`src/rtl/loopchk_echo_track.sv`:
```
// Echo tracker: holds the one word awaiting its echo and times the echo
// window. Reports a missing echo (window expiry or overrun by a new word)
// and a stray echo (none awaited).
// Assumes: at most one word is outstanding at a time.
module loopchk_echo_track #(
    parameter int DATA_W   = 16,
    parameter int ECHO_WIN = 8
) (
    input  logic              clk,
    input  logic              rst_n,
    input  logic              clear,
    input  logic              tx_valid,
    input  logic [DATA_W-1:0] tx_data,
    input  logic              tx_cmd,
    input  logic              tx_last,
    input  logic              rx_valid,
    output logic              pending,
    output logic [DATA_W-1:0] exp_data,
    output logic              exp_cmd,
    output logic              exp_last,
    output logic              miss,
    output logic              stray
);

    localparam int CNT_W = $clog2(ECHO_WIN + 1);
    localparam logic [CNT_W-1:0] LAST_CNT = CNT_W'(ECHO_WIN - 1);

    logic [CNT_W-1:0] wait_cnt;
    logic             expire;

    // Detect window expiry, overrun and stray echoes.
    always_comb begin
        expire = pending && !rx_valid && (wait_cnt == LAST_CNT);
        miss   = expire || (tx_valid && pending && !rx_valid);
        stray  = rx_valid && !pending;
    end

    // Load the expected word, retire it on echo, clear or expiry, count wait.
    always_ff @(posedge clk) begin
        if (!rst_n) begin
            pending  <= 1'b0;
            wait_cnt <= '0;
            exp_data <= '0;
            exp_cmd  <= 1'b0;
            exp_last <= 1'b0;
        end else if (tx_valid) begin
            pending  <= 1'b1;
            wait_cnt <= '0;
            exp_data <= tx_data;
            exp_cmd  <= tx_cmd;
            exp_last <= tx_last;
        end else if (clear || rx_valid || expire) begin
            pending  <= 1'b0;
            wait_cnt <= '0;
        end else if (pending) begin
            wait_cnt <= wait_cnt + 1'b1;
        end
    end

    assert_window_bound_R5: assert property (@(posedge clk) disable iff (!rst_n)
        wait_cnt <= LAST_CNT);
    assert_load_awaits_R5: assert property (@(posedge clk) disable iff (!rst_n)
        tx_valid |=> pending);

endmodule

```
`config.mk`:
```
export PLATFORM = sky130hd
export DESIGN_NAME = loopchk_echo_track
export DESIGN_NICKNAME = d
export VERILOG_FILES = /design/src/rtl/loopchk_echo_track.sv
export SDC_FILE = /design/constraint.sdc
export NUM_CORES = 1
export LEC_CHECK = 0
export ABC_AREA = 1
export BUFFER_PORTS_ARGS = -buffer_cell sky130_fd_sc_hd__buf_2
export CAP_MARGIN = 15
export CORE_MARGIN = 2
export CORE_UTILIZATION = 30
export CTS_BUF_LIST = sky130_fd_sc_hd__clkbuf_8
export DETAILED_ROUTE_END_ITERATION = 6
export GPL_ROUTABILITY_DRIVEN = 1
export MAX_ROUTING_LAYER = met4
export PLACE_DENSITY = 0.57
export SLEW_MARGIN = 20
export SYNTH_ARGS = -nofsm -noshare
export SYNTH_HDL_FRONTEND = slang
export SYNTH_SLANG_ARGS = --single-unit
```
`constraint.sdc`:
```
create_clock -name clk -period 1 [get_ports clk]
set_input_delay 0.1 -clock clk [delete_from_list [all_inputs] [get_ports clk]]
set_output_delay 0.1 -clock clk [all_outputs]
set_load 0.03 [all_outputs]
```
==> metrics.csv <==
stage;metric;value;unit
status;outcome;finished with violations;
status;violated checks;setup timing;
worst_hold_path;worst hold path class;in2reg;
critical_path;CP required;0.90;ns
clock_network;CTS tree;done;
finish;Post-Layout Cell Count;203;
floorplanning;initial core utilization;30.84;%
floorplanning;die area;0.003520;mm2
placement;gpl congestion;0.8273;
critical_path;WS Path Type;reg2out;
finish;share of cells above drive strength 1;43.53;%
global_routing;vias in the first global route;885;
finish;nets;195;
power;Pwr per Cell Area;1446;mW/mm2
yosys;sequential share of the synthesized area;50.14;%
power;Int Pwr;1378;uW
yosys;simple-gate share of the synthesized area;28.61;%
yosys;cell taking the most area after synthesis;dfxtp_1;
drt;DRT Wirelength;2325;um
clock_network;Worst-Skew Late Latency;0.26;ns
power;Leak;0.0006504;uW
finish;Final Util;44.50;%
yosys;Netlist cell types;21;
power;clock power share;28.6;%
finish;Area growth syn-to-layout;44.28;%
yosys;#FFs+latches synth;23;
sta;RSZ-0062 raised after global routing;true;
yosys;Async S/R FF share, synth;0;%
sta;clock period minus worst slack;1.238;ns
yosys;top-count cell post-synth;nor2_1;
yosys;synthesized area;918.4;um2
sta;skew final;0.0007644;ns
drt;Final ANT Viol Nets;0;
power;Peak VDD IR;953.1;uV
yosys;EDFF count, synth;0;
clock_network;H-tree levels;1;
clock_network;Worst-path clk slew;0.08;ns
yosys;Syn Nets;142;
critical_path;CP max-delay cell;dfxtp_2;
global_routing;first-pass GRT wire length;3691;um
yosys;Syn Area/Cell;7.783;um2
clock_network;CTS Sinks;23;
power;Switching Share;28.08;%
sta;Slew Limit Fails;0;
yosys;post-synthesis xor/xnor area fraction;1.907;%
sta;fin crit share;123.8;%
floorplanning;Die W;59.33;um
yosys;largest family of logic cells by synthesized area;simple AND/OR/NAND/NOR gates;
drt;via count;912;
power;Final Total Pwr;1916;uW
global_routing;grt total ovfl;0;
power;register share of total power;51.9;%
drt;Routed WL per cell;11.45;um
sta;Slew HR;85.56;%
critical_path;Crit path max-delay family;flip-flops;
sta;f_max;807.6;MHz
yosys;synth warn;0;
yosys;synthesized instance count;118;
critical_path;crit path DAT;1.14;ns
floorplanning;top-level I/O count;44;
critical_path;CP most frequent cell;nand2_2;
placement;dpl ws;-0.08104;ns
yosys;synth top area cells;dfxtp_1 50%, nor2_1 17%, o21ai_0 10%;
yosys;Synth Flop Type;dfxtp_1;
placement;post-placement cell count;193;
global_routing;pin count of the biggest net entering global routing;17;
critical_path;CP Buf/Inv Count;2;
sta;Final WS setup;-0.2382;ns
power;net switching power;538.1;uW
critical_path;CP cell instances;ha_4 -> nand2_2 -> inv_2 -> nand3_2 -> nand2_2 -> buf_6;
drt;Vias/cell;4.493;
global_routing;Overall Global Routing Usage;14.55;%
placement;HPWL Detailed;1635;um
yosys;synth cell count leaders;41 x nor2_1, 23 x dfxtp_1, 19 x o21ai_0, 11 x nand2_1, 4 x inv_1;
clock_network;clk buf depth;2;
floorplanning;Die H;59.33;um
critical_path;Worst Path Max Fanout;2;
floorplanning;core area;0.002978;mm2
global_routing;initial antenna violation count;0;
yosys;post-synth top area share;50.14;%
critical_path;Setup crit end kind;output port;
sta;endpoints failing hold;0;
sta;Worst Max-Slew Pin Slew;0.2166;ns
clock_network;Num CTS Buffers;3;
yosys;Synth Area in Adders;1.362;%
drt;Residual DRC;0;
placement;IO Port Bufs;43;
yosys;post-synthesis compound-gate area fraction;11.17;%
drt;Initial DRC Count;23;
power;logic gate share of total power;19.5;%
yosys;mux contribution to synthesized area;0;%
floorplanning;row count;20;
critical_path;max incr delay on CP;0.36;ns
sta;Setup Viol. Count Final;7;
clock_network;Hold Buf Count CTS;0;
clock_network;root buf cell;clkbuf_8;
finish;antenna cells;0;
drt;First-pass DRT Iterations;4;
flow_run;Max Cap Viol;0;
critical_path;crit start category;flop;
[cells by family after synthesis]
group / Yosys count
AND/OR/NAND/NOR: 60
flip-flops: 23
AO/OA/AOI/OAI: 20
buffers and inverters: 12
XOR/XNOR: 2
adder cells (fa/ha/maj): 1
[through the flow]
stage | setup TNS, ns | hold slack [ns] | instance area (um2)
4_1_cts | -0.6012 | 0.05637 | 1301
3_3_place_gp | -0.03682 | 0.3218 | 1181
6_report | -0.5495 | 0.05871 | 1325
5_1_grt | -0.8451 | 0.05910 | 1325
3_5_place_dp | -0.1287 | 0.3332 | 1181
2_1_floorplan | -0.01557 | 0.2349 | 927.1
[worst register-to-register path, stage by stage (launching register included)]
cell and delay (ns):
dfxtp_2 0.36, ha_4 0.14, nand2_2 0.05, inv_2 0.06, nand3_2 0.07, buf_4 0.16, nand2_4 0.07, nor2_1 0.04
[sequential cells by signal, indices dropped and copies added, names as in the netlist]
signal    flops
exp_last      1
wait_cnt      4
pending       1
exp_cmd       1
exp_data     16
[worst paths after layout]
kind                            slack, ns                     start                   endpoint  cells after the start
worst max-delay path                -0.24  wait_cnt[1]$_SDFFE_PP0P_                       miss                      6
worst min-delay path                 0.06               tx_data[13]  exp_data[13]$_SDFFE_PN0P_                      3
worst max register to register      -0.06  wait_cnt[1]$_SDFFE_PP0P_   wait_cnt[0]$_SDFFE_PP0P_                      7
worst min register to register       0.50  exp_data[3]$_SDFFE_PN0P_   exp_data[3]$_SDFFE_PN0P_                      2
[layer usage]
metal	part of all wire, %	up-vias	track usage (%)
li1	-	471	-
met1	41	417	16.21
met2	54	22	24.49
met3	4.8	2	4.148
met4	0.69	0	5.519
met5	0	-	-
[power by group through the flow]
stage / combinational (uW) / sequential, uW / clock (uW)
after CTS: 375 / 994 / 574
after floorplan: 123 / 1120 / 0
after detailed placement: 351 / 1010 / 0
final: 373 / 994 / 549
after global routing: 407 / 1000 / 618
after global placement: 344 / 1010 / 0
[layout by cell type, fill, tap and decap left out, drive strengths merged]
master  synthesis  routed
xnor2           1       1
inv             6       7
buf             5      54
nand2          14      14
nor2           44      44
o21ai          19      19
ha              1       1
nand3           2       2
a21boi          1       1
xor2            1       1
clkbuf          1       3
dfxtp          23      23
[area by class of cell]
type | instances | area (um2)
Clock inverter | 1 | 3.754
Fill cell | 323 | 1653
Tap cell | 33 | 41.29
Sequential cell | 23 | 466.7
Timing Repair Buffer | 54 | 324.1
Multi-Input combinational cell | 83 | 425.4
Inverter | 6 | 22.52
Clock buffer | 3 | 41.29
[what timing repair did]
item / 4_1_cts / 5_1_grt
gates resized for setup: 14 / 4
pin swaps: 4 / 2
setup endpoints to repair: 7 / 8
setup buffers: 4 / 4
(Power assumes the default switching activity.)
